===== src/rtl/ckg_pkg.sv =====
package ckg_pkg;
  localparam int unsigned BUS_W = 32;
  localparam logic [31:0] KEY_OPEN  = 32'h00A5_A501;
  localparam logic [31:0] KEY_CLOSE = 32'h00A5_A500;
  localparam int unsigned F_EN    = 0;
  localparam int unsigned F_SEL   = 1;
  localparam int unsigned F_STAT  = 2;
  localparam int unsigned F_HEN   = 3;
  localparam int unsigned F_HLONG = 4;

  typedef struct packed {
    logic hlong;
    logic hen;
    logic sel;
    logic en;
  } gate_cfg_t;
endpackage


===== src/rtl/ckg_sync.sv =====
module ckg_sync #(
  parameter int unsigned STAGES = 2,
  parameter int unsigned W      = 1
) (
  input  logic         clk_i,
  input  logic         rst_ni,
  input  logic [W-1:0] d_i,
  output logic [W-1:0] q_o
);
  logic [STAGES-1:0][W-1:0] stg_q;

  always_ff @(posedge clk_i or negedge rst_ni) begin
    if (!rst_ni) begin
      stg_q <= '0;
    end else begin
      stg_q[0] <= d_i;
      for (int s = 1; s < STAGES; s++) stg_q[s] <= stg_q[s-1];
    end
  end

  assign q_o = stg_q[STAGES-1];
endmodule


===== src/rtl/ckg_access_lock.sv =====
module ckg_access_lock
  import ckg_pkg::*;
(
  input  logic             clk_i,
  input  logic             rst_ni,
  input  logic             wr_i,
  input  logic [BUS_W-1:0] wdata_i,
  output logic             open_o
);
  // only the two exact words act; everything else is dropped
  always_ff @(posedge clk_i or negedge rst_ni) begin
    if (!rst_ni)                             open_o <= 1'b0;
    else if (wr_i && wdata_i == KEY_OPEN)    open_o <= 1'b1;
    else if (wr_i && wdata_i == KEY_CLOSE)   open_o <= 1'b0;
  end
endmodule


===== src/rtl/ckg_gate_slice.sv =====
module ckg_gate_slice
  import ckg_pkg::*;
#(
  parameter int unsigned SYNC_STAGES = 2,
  parameter int unsigned HYST_SHORT  = 8,
  parameter int unsigned HYST_LONG   = 64,
  parameter bit          NO_DISABLE  = 1'b0
) (
  input  logic      clk_i,
  input  logic      rst_ni,
  input  logic      cfg_we_i,
  input  gate_cfg_t cfg_d_i,
  input  logic      hw_req_i,
  output gate_cfg_t cfg_o,
  output logic      gate_o,
  output logic      status_o
);
  localparam int unsigned CNT_W = $clog2(HYST_LONG + 1);

  gate_cfg_t        cfg_q;
  logic             hw_sync;
  logic             demand;
  logic             gate_q;
  logic [CNT_W-1:0] cnt_q;
  logic [CNT_W-1:0] limit;

  always_ff @(posedge clk_i or negedge rst_ni) begin
    if (!rst_ni)       cfg_q <= '0;
    else if (cfg_we_i) cfg_q <= cfg_d_i;
  end

  ckg_sync #(.STAGES(SYNC_STAGES), .W(1)) u_req_sync (
    .clk_i(clk_i), .rst_ni(rst_ni), .d_i(hw_req_i), .q_o(hw_sync)
  );

  always_comb begin
    demand = cfg_q.sel ? (cfg_q.en | NO_DISABLE) : hw_sync;
    limit  = cfg_q.hlong ? CNT_W'(HYST_LONG - 1) : CNT_W'(HYST_SHORT - 1);
  end

  // turn-on is immediate; turn-off waits out the countdown when enabled
  always_ff @(posedge clk_i or negedge rst_ni) begin
    if (!rst_ni) begin
      gate_q <= 1'b0;
      cnt_q  <= '0;
    end else if (demand) begin
      gate_q <= 1'b1;
      cnt_q  <= '0;
    end else if (gate_q) begin
      if (!cfg_q.hen || cnt_q >= limit) begin
        gate_q <= 1'b0;
        cnt_q  <= '0;
      end else begin
        cnt_q <= cnt_q + 1'b1;
      end
    end
  end

  ckg_sync #(.STAGES(SYNC_STAGES), .W(1)) u_stat_sync (
    .clk_i(clk_i), .rst_ni(rst_ni), .d_i(gate_q), .q_o(status_o)
  );

  assign cfg_o  = cfg_q;
  assign gate_o = gate_q;
endmodule


===== src/rtl/ckg_ctrl.sv =====
module ckg_ctrl
  import ckg_pkg::*;
#(
  parameter int unsigned         N_GATES         = 4,
  parameter int unsigned         ADDR_W          = 4,
  parameter int unsigned         SYNC_STAGES     = 2,
  parameter int unsigned         HYST_SHORT      = 8,
  parameter int unsigned         HYST_LONG       = 64,
  parameter logic [N_GATES-1:0]  NO_DISABLE_MASK = '0
) (
  input  logic               clk_i,
  input  logic               rst_ni,
  input  logic               bus_req_i,
  input  logic               bus_we_i,
  input  logic [ADDR_W-1:0]  bus_addr_i,
  input  logic [BUS_W-1:0]   bus_wdata_i,
  output logic [BUS_W-1:0]   bus_rdata_o,
  input  logic [N_GATES-1:0] hw_req_i,
  output logic [N_GATES-1:0] gate_en_o
);
  logic               bus_wr;
  logic               unlocked;
  gate_cfg_t          wr_cfg;
  gate_cfg_t          cfg_w [N_GATES];
  logic [N_GATES-1:0] sel_v, en_v, hen_v, hlong_v, status_v;
  logic               unused_wdata;

  assign bus_wr       = bus_req_i & bus_we_i;
  assign wr_cfg       = '{hlong: bus_wdata_i[F_HLONG], hen: bus_wdata_i[F_HEN],
                          sel: bus_wdata_i[F_SEL], en: bus_wdata_i[F_EN]};
  assign unused_wdata = ^{bus_wdata_i[BUS_W-1:F_HLONG+1], bus_wdata_i[F_STAT]};

  ckg_access_lock u_lock (
    .clk_i(clk_i), .rst_ni(rst_ni),
    .wr_i(bus_wr && bus_addr_i == '0),
    .wdata_i(bus_wdata_i), .open_o(unlocked)
  );

  for (genvar g = 0; g < N_GATES; g++) begin : g_gate
    ckg_gate_slice #(
      .SYNC_STAGES(SYNC_STAGES), .HYST_SHORT(HYST_SHORT),
      .HYST_LONG(HYST_LONG), .NO_DISABLE(NO_DISABLE_MASK[g])
    ) u_slice (
      .clk_i(clk_i), .rst_ni(rst_ni),
      .cfg_we_i(bus_wr && unlocked && bus_addr_i == ADDR_W'(g + 1)),
      .cfg_d_i(wr_cfg), .hw_req_i(hw_req_i[g]),
      .cfg_o(cfg_w[g]), .gate_o(gate_en_o[g]), .status_o(status_v[g])
    );
    assign sel_v[g]   = cfg_w[g].sel;
    assign en_v[g]    = cfg_w[g].en;
    assign hen_v[g]   = cfg_w[g].hen;
    assign hlong_v[g] = cfg_w[g].hlong;
  end

  always_comb begin
    bus_rdata_o = '0;
    if (bus_addr_i == '0) bus_rdata_o[0] = unlocked;
    for (int g = 0; g < N_GATES; g++) begin
      if (bus_addr_i == ADDR_W'(g + 1)) begin
        bus_rdata_o[F_EN]    = en_v[g];
        bus_rdata_o[F_SEL]   = sel_v[g];
        bus_rdata_o[F_STAT]  = status_v[g];
        bus_rdata_o[F_HEN]   = hen_v[g];
        bus_rdata_o[F_HLONG] = hlong_v[g];
      end
    end
  end
endmodule


===== config.mk =====
export PLATFORM = sky130hd
export DESIGN_NAME = ckg_ctrl
export DESIGN_NICKNAME = d
export VERILOG_FILES = /design/src/rtl/ckg_pkg.sv /design/src/rtl/ckg_sync.sv /design/src/rtl/ckg_access_lock.sv /design/src/rtl/ckg_gate_slice.sv /design/src/rtl/ckg_ctrl.sv
export SDC_FILE = /design/constraint.sdc
export NUM_CORES = 1
export LEC_CHECK = 0
export BUFFER_PORTS_ARGS = -buffer_cell sky130_fd_sc_hd__buf_4
export CAP_MARGIN = 15
export CORE_ASPECT_RATIO = 0.6
export CORE_MARGIN = 2
export CORE_UTILIZATION = 50
export CTS_CLUSTER_SIZE = 28
export DETAILED_ROUTE_END_ITERATION = 16
export HOLD_SLACK_MARGIN = 0.06
export MAX_ROUTING_LAYER = met4
export PLACE_DENSITY = 0.75
export SYNTH_ARGS = -nofsm -noshare
export SYNTH_HDL_FRONTEND = slang
export SYNTH_SLANG_ARGS = --single-unit

===== constraint.sdc =====
create_clock -name clk_i -period 4.36 [get_ports clk_i]
set_input_delay 0.872 -clock clk_i [delete_from_list [all_inputs] [get_ports clk_i]]
set_output_delay 0.872 -clock clk_i [all_outputs]
set_load 0.01 [all_outputs]

Word level (Yosys, flattened, before mapping)
Cells that the tools add are included.
{ "totals": {"reg_bits": 65, "inputBits": 44, "out_inout_bits": 36, "word_cells": 117} }
{ "classes": {"n_addsub": 4, "magnitude_cmp": 4, "eq_ne": 6, "muxes": 39, "n_bitwise": 1, "reduce_logical": 22} }
{ "ops": {"columns": ["cell", "count"], "rows": [
  ["$mux 7", 12],
  ["$eq 32x24->1 const B", 2],
  ["$add 7x1->7 const B", 4],
  ["$ge 7x7->1", 4],
  ["$mux 6", 4],
  ["$mux 5", 4],
  ["$mux 1", 19],
  ["$reduce_bool 2->1", 5],
  ["$eq 4x2->1 const B", 2],
  ["$logic_and 1x1->1", 8],
  ["$eq 4x1->1 const B", 1],
  ["$eq 4x3->1 const B", 1],
  ["$logic_not 1->1", 4],
  ["$logic_not 4->1", 1],
  ["$logic_or 1x1->1", 4],
  ["$and 1x1->1", 1]
]} }

Depth between registers and ports, before layout
Gate-level depths: netlist of run 1.
{ "depth": {"word_depth": 6, "ltp_mapped": 6, "mapped_depth_nobuf": 6} }

Cells and area by module
From an unflattened synthesis of run 1, not the netlist that was laid out.
{ "unflattened": {"hier_cells": 340, "area_unflattened_um2": 3809.9} }
{ "by_module_without_submodules": {"columns": ["module", "instances", "cells_each", "area_per_inst_um2", "seq_area_each_um2"], "rows": [
  ["ckg_gate_slice", 4, 60, 698.2, 300.3],
  ["ckg_ctrl", 1, 71, 467.9, 0.0],
  ["ckg_sync", 8, 2, 50.0, 50.0],
  ["ckg_access_lock", 1, 13, 148.9, 25.0]
]} }

Least setup slack after synthesis of run 1
Ideal clock, no wire load.
{ "synth_timing": {"path_kind": "input -> output", "startpoint": "in bus_addr_i[0]", "endpoint": "out bus_rdata_o[1]", "arrival_ps": 1740, "required_ps": 3488, "slack_ps": 1748, "cell_stages": 4, "n_path_buf": 1, "cell_sequence": "buf_2 nor2b_1 a22oi_1 o21ai_0"} }
{ "synth_between": {"elab_chain_cells": 5, "elab_cells_between_ends": 8, "cone_classes": "eq/ne: 4; mux: 4"} }
{ "synth_lines": {"columns": ["element", "line", "source"], "rows": [
  ["start: declaration", "ckg_ctrl.sv:15", "input logic [ADDR_W-1:0] bus_addr_i,"],
  ["$eq 4x1->1", "ckg_ctrl.sv:59", "if (bus_addr_i == ADDR_W'(g + 1)) begin"],
  ["$mux 5 (3 in series)", "ckg_ctrl.sv:59", null],
  ["$mux 5 (*)", "ckg_ctrl.sv:59", null],
  ["end: declaration", "ckg_ctrl.sv:17", "output logic [BUS_W-1:0] bus_rdata_o,"]
]} }
Mark *: on every way between the ends. The rest lies on a longest branch, timed or not.

Final worst setup path of run 1
{ "layout_timing": {"startpoint": "in bus_addr_i[2]", "endpoint": "out bus_rdata_o[0]"} }
{ "layout_between": {"elab_chain_cells": 6, "elab_cells_between_ends": 10, "cone_classes": "eq/ne: 4; mux: 5; reduce/logical: 1"} }
{ "layout_lines": {"columns": ["element", "line", "source"], "rows": [
  ["$logic_not 4->1", "ckg_ctrl.sv:57", "if (bus_addr_i == '0) bus_rdata_o[0] = unlocked;"],
  ["$mux 1", "ckg_ctrl.sv:57", null],
  ["$mux 5 (3 in series)", "ckg_ctrl.sv:59", null],
  ["$mux 5 (*)", "ckg_ctrl.sv:59", null]
]} }
Marks and branches as above.

==> results of run 1 <==
-- registers in the layout, summed over array words and instances (netlist names) --
register / flops
g_gate.u_slice.cnt_q: 28
g_gate.u_slice.cfg_o: 16
g_gate.u_slice.gate_o: 4
g_gate.u_slice.u_req_sync.q_o: 4
g_gate.u_slice.u_req_sync.stg_q: 4
g_gate.u_slice.u_stat_sync.q_o: 4
g_gate.u_slice.u_stat_sync.stg_q: 4
u_lock.open_o: 1
-- routing by layer --
layer,share of wire,GRT usage
met5,0,-
met3,0.069,0.0524
met1,0.46,0.280
met2,0.46,0.316
met4,0.010,0.0732
-- through the flow --
stage          utilization  cells  worst slack, ns  cell area [um2]
2_1_floorplan            -    357             1.75             3660
3_3_place_gp         0.574    460             1.65             3900
3_5_place_dp         0.574    460             1.61             3900
4_1_cts              0.613    476             1.60             4160
5_1_grt              0.613    476             1.47             4160
6_report             0.613    476             1.60             4160
-- Yosys cell counts (4+ instances only) --
cell | n | area [um2]
nand3_1 | 17 | 85.1
buf_4 | 31 | 233
nor3_1 | 11 | 55.1
and3_1 | 4 | 25.0
inv_1 | 13 | 48.8
a21oi_1 | 8 | 40.0
nor2b_1 | 6 | 37.5
nor4b_1 | 7 | 61.3
nand2_1 | 22 | 82.6
and4bb_2 | 4 | 50.1
o21ai_0 | 17 | 85.1
ha_1 | 16 | 200
a211o_1 | 6 | 52.6
a22oi_1 | 4 | 30.0
nor4bb_1 | 4 | 40.0
nor4_1 | 8 | 50.1
nor2_1 | 8 | 30.0
a22o_1 | 4 | 35.0
dfrtp_1 | 65 | 1630
o31a_1 | 5 | 43.8
mux2_2 | 21 | 236
mux2i_1 | 5 | 50.1
o31ai_1 | 7 | 52.6
-- worst paths after layout --
path / to / startpoint / cells past startpoint / slack, ns
hold / removal: g_gate[1].u_slice.u_req_sync.q_o / g_gate[1].u_slice.u_req_sync.stg_q[0] / 0 / 0.35
max in group asynchronous: g_gate[2].u_slice.cnt_q[2] / rst_ni / 1 / 3.20
min in group asynchronous: g_gate[0].u_slice.cnt_q[0] / rst_ni / 1 / 0.64
hold reg to reg: g_gate[1].u_slice.u_req_sync.q_o / g_gate[1].u_slice.u_req_sync.stg_q[0] / 0 / 0.35
setup reg to reg: g_gate[2].u_slice.cnt_q[2] / g_gate[2].u_slice.cfg_o[3] / 6 / 2.35
setup / recovery: bus_rdata_o[0] / bus_addr_i[2] / 6 / 1.60
-- where the power goes --
group	internal (uW)	switching [uW]	total (uW)
clock network	383	248	631
logic	35.6	48.3	83.9
registers	613	5.39	619
-- cell usage in the layout (no fill, tap or decap), types with 3 or more instances in the layout --
master     count
conb_1        27
a211o_1        6
inv_1         13
nand3_1       17
ha_1          16
nor4b_1        7
dfrtp_1       65
and3_1         4
a21oi_1        8
o31ai_1        7
mux2i_1        5
nor2_1         8
clkinv_2       3
and4bb_2       4
clkbuf_16      9
o31a_1         5
buf_4         52
nand2_1       22
nor2b_1        6
nor3_2         3
nand4_1        3
nor3_1        11
o211ai_1       3
a22oi_1        4
nor4_1         8
nor4bb_1       4
o21ai_0       17
mux2_2        21
or2_1          3
a22o_1         4
-- cells by family after synthesis --
group	after synthesis	synth area share
AND/OR/NAND/NOR	111	0.195
other	1	0.00105
AO/OA/AOI/OAI	60	0.116
buffers and inverters	49	0.0868
XOR/XNOR	3	0.00738
flip-flops	65	0.457
multiplexers	26	0.0804
adder cells (fa/ha/maj)	16	0.0562
-- area by class of cell --
| class | count | area [um2] |
|---|---|---|
| fill | 551 | 2630 |
| multi-input combinational | 243 | 1720 |
| sequential | 65 | 1630 |
| timing repair buffer | 52 | 390 |
| clock buffer | 11 | 233 |
| tap | 87 | 109 |
| inverter | 13 | 48.8 |
| clock inverter | 5 | 32.5 |
==> qor.csv, run 1 <==
stage;metric;value;unit
synth;register area share after synthesis;0.457;
cells_and_area;Final nets;444;
critical_path;Buf/Inv on CP;2;
timing;fin crit share;0.633;
die;die width;113;um
clock_network;CTS Root Cell;clkbuf_16;
timing;Final Max Tran Viols;0;
routing;DR vias;2671;
pwr;Power Total;1330;uW
critical_path;CP startpoint kind;primary input;
clock_network;CTS buffer count;9;
timing;Tmin final;2.76;ns
critical_path;most frequent CP cell;buf_4;
timing;relative slew slack;0.469;
timing;Layout Skew;0.00783;ns
synth;Post-synth EDFFs;0;
synth;cell count after synthesis;331;
clock_network;CTS resizes;0;
timing;unrepaired setup endpoints after global routing;false;
routing;wire length per cell;16.3;um
run_status;failing checks;DRC;
routing;WL final;7750;um
synth;Synth Register Bits;65;
synth;synthesized cell area;0.00356;mm2
timing;final setup TNS;0;ns
clock_network;Clock Tree Buf Depth;2;
timing;hold_ws;0.348;ns
timing;Hold Vio Cnt, Final;0;
grt;initial antenna violation count;0;
routing;Starting DRT DRC Count;169;
grt;vias in the first global route;2614;
timing;Setup-failing EPs final;0;
critical_path;CP delay by family, top;simple AND/OR/NAND/NOR gates;
grt;first-pass GRT wire length;12600;um
synth;Synth Flop Type;dfrtp_1;
critical_path;Crit Path Category;primary input to output pin;
critical_path;Worst Path Arrival;1.89;ns
grt;pin count of the biggest net entering global routing;66;
routing;DRC viols;12;
pwr;Power Dens Cells;320;mW/mm2
place;RD Place Congestion;0.824;
cells_and_area;# diodes;0;
synth;fraction of registers with async set/reset;1.00;
synth;Yosys warnings;0;
die;row count;23;
cells_and_area;share of cells above drive strength 1;0.252;
synth;synth unique cells;44;
worst_hold_path;worst hold path type;flip-flop to flip-flop;
clock_network;setup bufs post-CTS;0;
clock_network;# hold bufs at CTS;0;
timing;Max Fclk;0.362;GHz
die;Initial Util;0.525;
critical_path;Crit. End Element;output pin;
critical_path;CP max stage cell;or2_1;
job;number of max-cap violations;0;
critical_path;worst-path maximum fanout;7;
critical_path;CP Data Required Time;3.49;ns
clock_network;number of H-tree levels;3;
routing;drt pass-1 iters;12;
routing;vias per std cell;5.61;
cells_and_area;P&R area growth vs syn;16.9;%
run_status;status;finished, violations left;
die;die area;0.00784;mm2
die;Die Ht;69.4;um
clock_network;worst-skew pair later-pin latency;0.32;ns
clock_network;Num Clock Sinks;65;
clock_network;CTS tree;done;
grt;global-route usage over all layers;0.210;
timing;worst slew pin tran;0.796;ns
die;core area;0.00679;mm2
routing;Detail Route Antenna Nets;0;
pwr;LEAKAGE;0.00193;uW
critical_path;Worst path max stage delay;0.34;ns
synth;Syn Area/Cell;10.8;um2
clock_network;Clock transition at path regs;0.05;ns
critical_path;Cell Chain, Critical Path;buf_4, or2_1, nor3b_1, a21oi_1, nor2_1, buf_4;
place;HPWL after DPL;5810;um
grt;total gr overflow;0;
die;IO Pins;80;
pwr;worst ir drop on vdd;0.000195;V
place;input/output buffers;52;
Note: power is estimated with default switching activity, not from simulation.
==> run 2: changes to the inputs <==
--- a/config.mk
+++ b/config.mk
@@ -5,6 +5,7 @@
 export SDC_FILE = /design/constraint.sdc
 export NUM_CORES = 1
 export LEC_CHECK = 0
+export ABC_AREA = 1
 export BUFFER_PORTS_ARGS = -buffer_cell sky130_fd_sc_hd__buf_4
 export CAP_MARGIN = 15
 export CORE_ASPECT_RATIO = 0.6
@@ -14,7 +15,7 @@
 export DETAILED_ROUTE_END_ITERATION = 16
 export HOLD_SLACK_MARGIN = 0.06
 export MAX_ROUTING_LAYER = met4
-export PLACE_DENSITY = 0.75
+export PLACE_DENSITY = 0.77
 export SYNTH_ARGS = -nofsm -noshare
 export SYNTH_HDL_FRONTEND = slang
 export SYNTH_SLANG_ARGS = --single-unit
==> constraint.sdc (replaced) <==
create_clock -name clk_i -period 2.4 [get_ports clk_i]
set_input_delay 0.48 -clock clk_i [delete_from_list [all_inputs] [get_ports clk_i]]
set_output_delay 0.48 -clock clk_i [all_outputs]
set_load 0.01 [all_outputs]
==> run 2 against run 1 <==
Register-to-register slack worse by 1.5 ns. Setup slack worse by 1.1 ns. Final area up 7.5%. Combinational power up 110%. Via count up 15%. Clock skew down 0.0015 ns. The flow now finishes without violations. Synthesized cell count up 45%.
==> qor.csv, run 2 <==
stage;metric;value;unit;change
clock_network;CTS buffer count;9;;unchanged
synth;register area share after synthesis;0.429;;-0.0280
synth;Syn Area/Cell;7.91;um2;-27%
worst_hold_path;worst hold path type;primary input to async pin;;
clock_network;# hold bufs at CTS;0;;unchanged
grt;total gr overflow;0;;unchanged
cells_and_area;P&R area growth vs syn;18.0;%;
timing;Hold Vio Cnt, Final;0;;unchanged
synth;top area cells in the synthesized netlist;dfrtp_1 (43%), nand2_1 (16%), buf_4 (6.1%);;
critical_path;Crit. End Element;output pin;;
cells_and_area;largest reg by FF count;g_gate.u_slice.cnt_q;;
timing;fin crit share;0.795;;
synth;Yosys top cell by area;dfrtp_1;;
timing;Layout Skew;0.00633;ns;-0.00150 ns
clock_network;Clock Tree Buf Depth;2;;unchanged
clock_network;CTS Root Cell;clkbuf_16;;
cells_and_area;final cell count without fillers;647;;+36%
routing;drt pass-1 iters;4;;-8
synth;Yosys warnings;0;;unchanged
place;RD Place Congestion;0.850;;+3.1%
timing;relative slew slack;0.469;;-0.000755
synth;Synth top area share;0.429;;-0.0280
critical_path;CP Data Required Time;1.92;ns;-1.57 ns
timing;unrepaired setup endpoints after global routing;false;;
die;die width;116;um;+3.1%
timing;Setup-failing EPs final;0;;unchanged
cells_and_area;Final nets;598;;+35%
grt;first-pass GRT wire length;13600;um;+7.7%
run_status;status;finished clean;;
cells_and_area;most frequent cells in the layout;nand2_1 (166), dfrtp_1 (65), inv_1 (58), buf_4 (52), nand3_1 (38);;
critical_path;worst-path maximum fanout;6;;-1
job;number of max-cap violations;0;;unchanged
cells_and_area;Final Instance Area;0.00448;mm2;+7.5%
die;die area;0.00833;mm2;+6.2%
clock_network;CTS tree;done;;
synth;fraction of registers with async set/reset;1.00;;unchanged
routing;Starting DRT DRC Count;117;;-31%
clock_network;worst-skew pair later-pin latency;0.33;ns;about the same
cells_and_area;most common cell after layout, fill and taps aside;nand2_1;;
clock_network;setup bufs post-CTS;0;;unchanged
synth;most numerous cell in the Yosys netlist;nand2_1;;
critical_path;Worst path max stage delay;0.17;ns;-0.17 ns
synth;synth cell count leaders;nand2_1 (166), dfrtp_1 (65), inv_1 (58), nand3_1 (38), buf_4 (31);;
timing;Final Max Tran Viols;0;;unchanged
critical_path;r2r worst-path depth;8;;+2
timing;Tmin final;1.91;ns;
synth;Synth Flop Type;dfrtp_1;;
place;Area after DPL;0.00418;mm2;+7.2%
place;input/output buffers;52;;unchanged
critical_path;Worst Path Arrival;1.43;ns;-0.46 ns
critical_path;CP startpoint kind;primary input;;
pwr;worst ir drop on vdd;0.000452;V;+130%
clock_network;number of H-tree levels;3;;unchanged
synth;Synth Register Bits;65;;unchanged
routing;DRC viols;0;;-12
grt;global-route usage over all layers;0.218;;+0.00791
pwr;Power Dens Cells;578;mW/mm2;+80%
grt;pin count of the biggest net entering global routing;66;;unchanged
synth;cell count after synthesis;480;;+45%
routing;DR vias;3079;;+15%
clock_network;Num Clock Sinks;65;;unchanged
die;IO Pins;80;;unchanged
timing;worst slew pin tran;0.797;ns;+0.00113 ns
cells_and_area;max reg flops;28;;unchanged
die;Initial Util;0.520;;-0.00444
pwr;LEAKAGE;0.00240;uW;+25%
die;core area;0.00730;mm2;+7.4%
timing;final setup TNS;0;ns;unchanged
die;Die Ht;71.5;um;+3.0%
place;placed cell count;631;;+37%
critical_path;reg2reg end;g_gate[1].u_slice.cnt_q[1];;
synth;synth unique cells;27;;-39%
timing;Max Fclk;0.524;GHz;
pwr;Power Total;2590;uW;+94%
place;HPWL after DPL;5970;um;+2.8%
clock_network;Clock transition at path regs;0.05;ns;about the same
grt;vias in the first global route;3038;;+16%
cells_and_area;# diodes;0;;unchanged
critical_path;CP max stage cell;nor2_4;;
critical_path;Cell Chain, Critical Path;buf_4, nor2_4, nand2_4, nor2_4, nand2_1, nand2_1, inv_1, nand4_1, buf_4;;
grt;initial antenna violation count;0;;unchanged
critical_path;RR Startpoint;g_gate[1].u_slice.cnt_q[4];;
routing;wire length per cell;12.5;um;-23%
critical_path;Crit Path Category;primary input to output pin;;
routing;WL final;8120;um;+4.7%
routing;vias per std cell;4.76;;-15%
die;row count;24;;+4.3%
cells_and_area;fillers;656;;+19%
synth;synthesized cell area;0.00379;mm2;+6.5%
synth;Post-synth EDFFs;0;;unchanged
critical_path;reg-to-reg slack, setup;0.83;ns;-1.52 ns
routing;Detail Route Antenna Nets;0;;unchanged
clock_network;CTS resizes;0;;unchanged
cells_and_area;share of cells above drive strength 1;0.175;;-0.0770
-- run 2: area by class of cell --
type / count / area (um2) / share of cell area
clock buffer: 10 / 239 / 0.0534
timing repair buffer: 52 / 390 / 0.0872
sequential: 65 / 1630 / 0.363
clock inverter: 6 / 57.6 / 0.0129
multi-input combinational: 351 / 1810 / 0.405
tap: 104 / 130 / 0.0291
inverter: 59 / 221 / 0.0495
-- run 2: worst max-delay path: cells and delay by family --
kind / cells / cell delay [ns]
simple gates: 6 / 0.65
buf+inv: 3 / 0.31
-- run 2: logic make-up after synthesis --
group | synth area share
flops | 0.429
fa+ha+maj | 0.0528
buf+inv | 0.120
simple gates | 0.316
xor+xnor | 0.0277
compound gates | 0.0547
other cells | 0.000988
-- run 2: how the worst max path moves through the flow --
| stage | start | endpoint | depth (start not counted) |
|---|---|---|---|
| floorplan | bus_addr_i[2] | bus_rdata_o[0] | 7 |
| global placement | bus_addr_i[2] | bus_rdata_o[0] | 9 |
| detailed placement | bus_addr_i[2] | bus_rdata_o[0] | 9 |
| CTS | bus_addr_i[2] | bus_rdata_o[0] | 9 |
| global route | bus_addr_i[2] | bus_rdata_o[0] | 9 |
| finish | bus_addr_i[2] | bus_rdata_o[0] | 9 |
-- run 2: through the flow --
stage                     hold WS (ns)   util  setup WS [ns]
after floorplan                  0.184      -          0.849
after global placement           0.333  0.573          0.590
after detailed placement         0.335  0.573          0.518
after CTS                        0.252  0.614          0.514
after global routing             0.248  0.614          0.406
final                            0.239  0.614          0.492
-- run 2: per-layer routing --
layer | vias to the layer above | GRT usage | part of all wire
met1 | 1439 | 0.279 | 0.47
met4 | 0 | 0.0794 | 0.020
li1 | 1564 | - | -
met5 | - | - | 0
met2 | 61 | 0.335 | 0.46
met3 | 15 | 0.0592 | 0.047
-- run 2: power breakdown --
group | switching, uW | internal [uW]
logic | 107 | 67.7
registers | 11.7 | 1120
clock network | 462 | 823
total | 581 | 2010
==> run 3: changes to the inputs <==
==> constraint.sdc (replaced) <==
create_clock -name clk_i -period 1.7 [get_ports clk_i]
set_input_delay 0.34 -clock clk_i [delete_from_list [all_inputs] [get_ports clk_i]]
set_output_delay 0.34 -clock clk_i [all_outputs]
set_load 0.01 [all_outputs]
==> run 3 against run 2 <==
Highest routed layer unchanged. Clock power is 37% higher. Non-clock buffer count is 4 higher. Die area stayed put. Largest power group unchanged. Via count hardly changed. Utilization is 0.51 points higher. Critical path type unchanged. Combinational power is 43% higher. Critical path depth is 2 lower.
==> qor.csv, run 3 (synthesis gave the netlist of run 2 again) <==
stage;metric;value;unit;change
clock_network;Num Clock Sinks;65;;unchanged
routing;drt pass-1 iters;4;;unchanged
cells_and_area;most common cell after layout, fill and taps aside;nand2_1;;
pwr;LEAKAGE;0.00241;uW;+0.51%
clock_network;CTS Root Cell;clkbuf_16;;
die;Initial Util;0.520;;unchanged
critical_path;reg-to-reg slack, setup;0.13;ns;-0.70 ns
routing;Metal-1 WL;3740;um;-2.9%
cells_and_area;most frequent cells in the layout;nand2_1 (166), dfrtp_1 (65), inv_1 (58), buf_4 (54), nand3_1 (38);;
routing;met3 WL;359;um;-5.5%
die;die width;116;um;unchanged
worst_hold_path;hold path startpoint;hw_req_i[2];;
grt;vias in the first global route;2918;;-3.9%
clock_network;CTS buffer count;9;;unchanged
critical_path;Crit Path Category;primary input to output pin;;
place;HPWL after DPL;5820;um;-2.5%
critical_path;reg2reg end;g_gate[1].u_slice.cnt_q[2];;
routing;Detail Route Antenna Nets;0;;unchanged
critical_path;Worst path max stage delay;0.17;ns;about the same
place;RD Place Congestion;0.865;;+1.8%
critical_path;worst-path maximum fanout;6;;unchanged
cells_and_area;final cell count without fillers;651;;+0.62%
place;input/output buffers;52;;unchanged
routing;Top Metal Used;met4;;
grt;global-route usage over all layers;0.213;;-0.00490
cells_and_area;share of cells above drive strength 1;0.179;;+0.00421
routing;DRC viols;0;;unchanged
timing;Max Fclk;0.635;GHz;
critical_path;r2r worst-path depth;9;;+1
critical_path;Worst Path Arrival;1.23;ns;-0.20 ns
critical_path;Cell Chain, Critical Path;buf_4, nor2_4, nand2_2, nor2_4, nand2_1, o2111ai_1, buf_4;;
timing;Hold Vio Cnt, Final;0;;unchanged
grt;first-pass GRT wire length;13200;um;-2.9%
clock_network;CTS resizes;0;;unchanged
timing;unrepaired setup endpoints after global routing;false;;
worst_hold_path;worst hold path type;primary input to flip-flop;;
cells_and_area;Final Instance Area;0.00451;mm2;+0.84%
clock_network;Clock Tree Buf Depth;2;;unchanged
grt;initial antenna violation count;0;;unchanged
clock_network;Clock transition at path regs;0.06;ns;about the same
die;IO Pins;80;;unchanged
critical_path;CP max stage cell;buf_4;;
cells_and_area;# diodes;0;;unchanged
worst_hold_path;Hold Path Cell Cnt;1;;
critical_path;CP startpoint kind;primary input;;
clock_network;worst-skew pair later-pin latency;0.34;ns;about the same
cells_and_area;Final nets;602;;+0.67%
timing;Final Max Tran Viols;0;;unchanged
die;Die Ht;71.5;um;unchanged
run_status;status;finished clean;;
routing;DR vias;3081;;+0.065%
timing;worst slew pin tran;0.534;ns;-0.263 ns
routing;WL final;7740;um;-4.6%
critical_path;RR Startpoint;g_gate[1].u_slice.cfg_o[3];;
routing;wire length per cell;11.9;um;-5.2%
pwr;Power Dens Cells;796;mW/mm2;+38%
routing;vias per std cell;4.73;;-0.55%
timing;Setup-failing EPs final;0;;unchanged
critical_path;CP Data Required Time;1.36;ns;-0.56 ns
pwr;worst ir drop on vdd;0.000702;V;+55%
job;number of max-cap violations;0;;unchanged
cells_and_area;P&R area growth vs syn;19.0;%;
clock_network;CTS tree;done;;
timing;Layout Skew;0.00580;ns;-0.000535 ns
grt;pin count of the biggest net entering global routing;39;;-41%
timing;Tmin final;1.57;ns;
cells_and_area;largest reg by FF count;g_gate.u_slice.cnt_q;;
timing;final setup TNS;0;ns;unchanged
timing;fin crit share;0.926;;
die;row count;24;;unchanged
routing;Starting DRT DRC Count;209;;+79%
timing;relative slew slack;0.643;;+0.174
die;core area;0.00730;mm2;unchanged
die;die area;0.00833;mm2;unchanged
cells_and_area;max reg flops;28;;unchanged
worst_hold_path;Hold Crit Endpoint;g_gate[2].u_slice.u_req_sync.stg_q[0];;
place;placed cell count;634;;+0.48%
clock_network;number of H-tree levels;3;;unchanged
place;Area after DPL;0.00422;mm2;+0.84%
routing;metal2 WL;3560;um;-4.2%
critical_path;Crit. End Element;output pin;;
grt;total gr overflow;0;;unchanged
==> run 3: cell types whose count changed in the layout (fill, tap and decap cells not counted), moves of 2 or more <==
cell / previous run / this run
buf_4: 52 / 54
clkinv_4: 0 / 2
inv_6: 0 / 2
clkinv_2: 4 / 0
==> run 3: power by group <==
part	leakage, uW	internal, uW	switching [uW]
Clock	0.000136	1040	710
Combinational	0.00142	102	150
Sequential	0.000862	1580	15.7
==> run 3: worst max path at each step <==
stage                                from                          to  depth (start not counted)
6_report                    bus_addr_i[2]              bus_rdata_o[1]                          7
5_1_grt        g_gate[1].u_slice.cfg_o[3]  g_gate[1].u_slice.cnt_q[2]                          9
4_1_cts                     bus_addr_i[2]              bus_rdata_o[1]                          7
3_5_place_dp                bus_addr_i[2]              bus_rdata_o[1]                          7
3_3_place_gp                bus_addr_i[2]              bus_rdata_o[0]                          9
2_1_floorplan  g_gate[2].u_slice.cnt_q[4]    g_gate[2].u_slice.gate_o                          5
==> run 3: per-layer routing <==
metal / GRT usage / vias to the layer above
met1: 0.275 / 1434
met4: 0.0569 / 0
met5: - / -
met2: 0.326 / 59
li1: - / 1580
met3: 0.0694 / 8
==> run 3: repair_timing <==
item,CTS,global route
setup endpoints to repair,0,0
hold buffers,1,0
hold endpoints to repair,27,0
buffers inserted,0,0
==> run 3: through the flow <==
step	hold slack, ns	utilization	power [uW]	worst slack (ns)
floorplan	0.0444	-	1770	0.331
global placement	0.278	0.578	1860	0.169
detailed placement	0.279	0.578	1870	0.133
CTS	0.0966	0.619	3630	0.129
global route	0.0875	0.619	3740	0.00140
finish	0.107	0.619	3590	0.125
==> run 3: cell type report <==
cell class                      instances  area [um2]
Multi-Input combinational cell        351        1810
Clock buffer                           10         239
Timing Repair Buffer                   56         435
Sequential cell                        65        1630
Tap cell                              104         130
Fill cell                             647        2780
Inverter                               59         221
Clock inverter                          6        50.0
==> run 3: worst max-delay path, delay by kind of cell <==
| family | cells | cell delay [ns] |
|---|---|---|
| and+or+nand+nor | 4 | 0.48 |
| buffers and inverters | 2 | 0.30 |
| AOI/OAI and AO/OA | 1 | 0.12 |
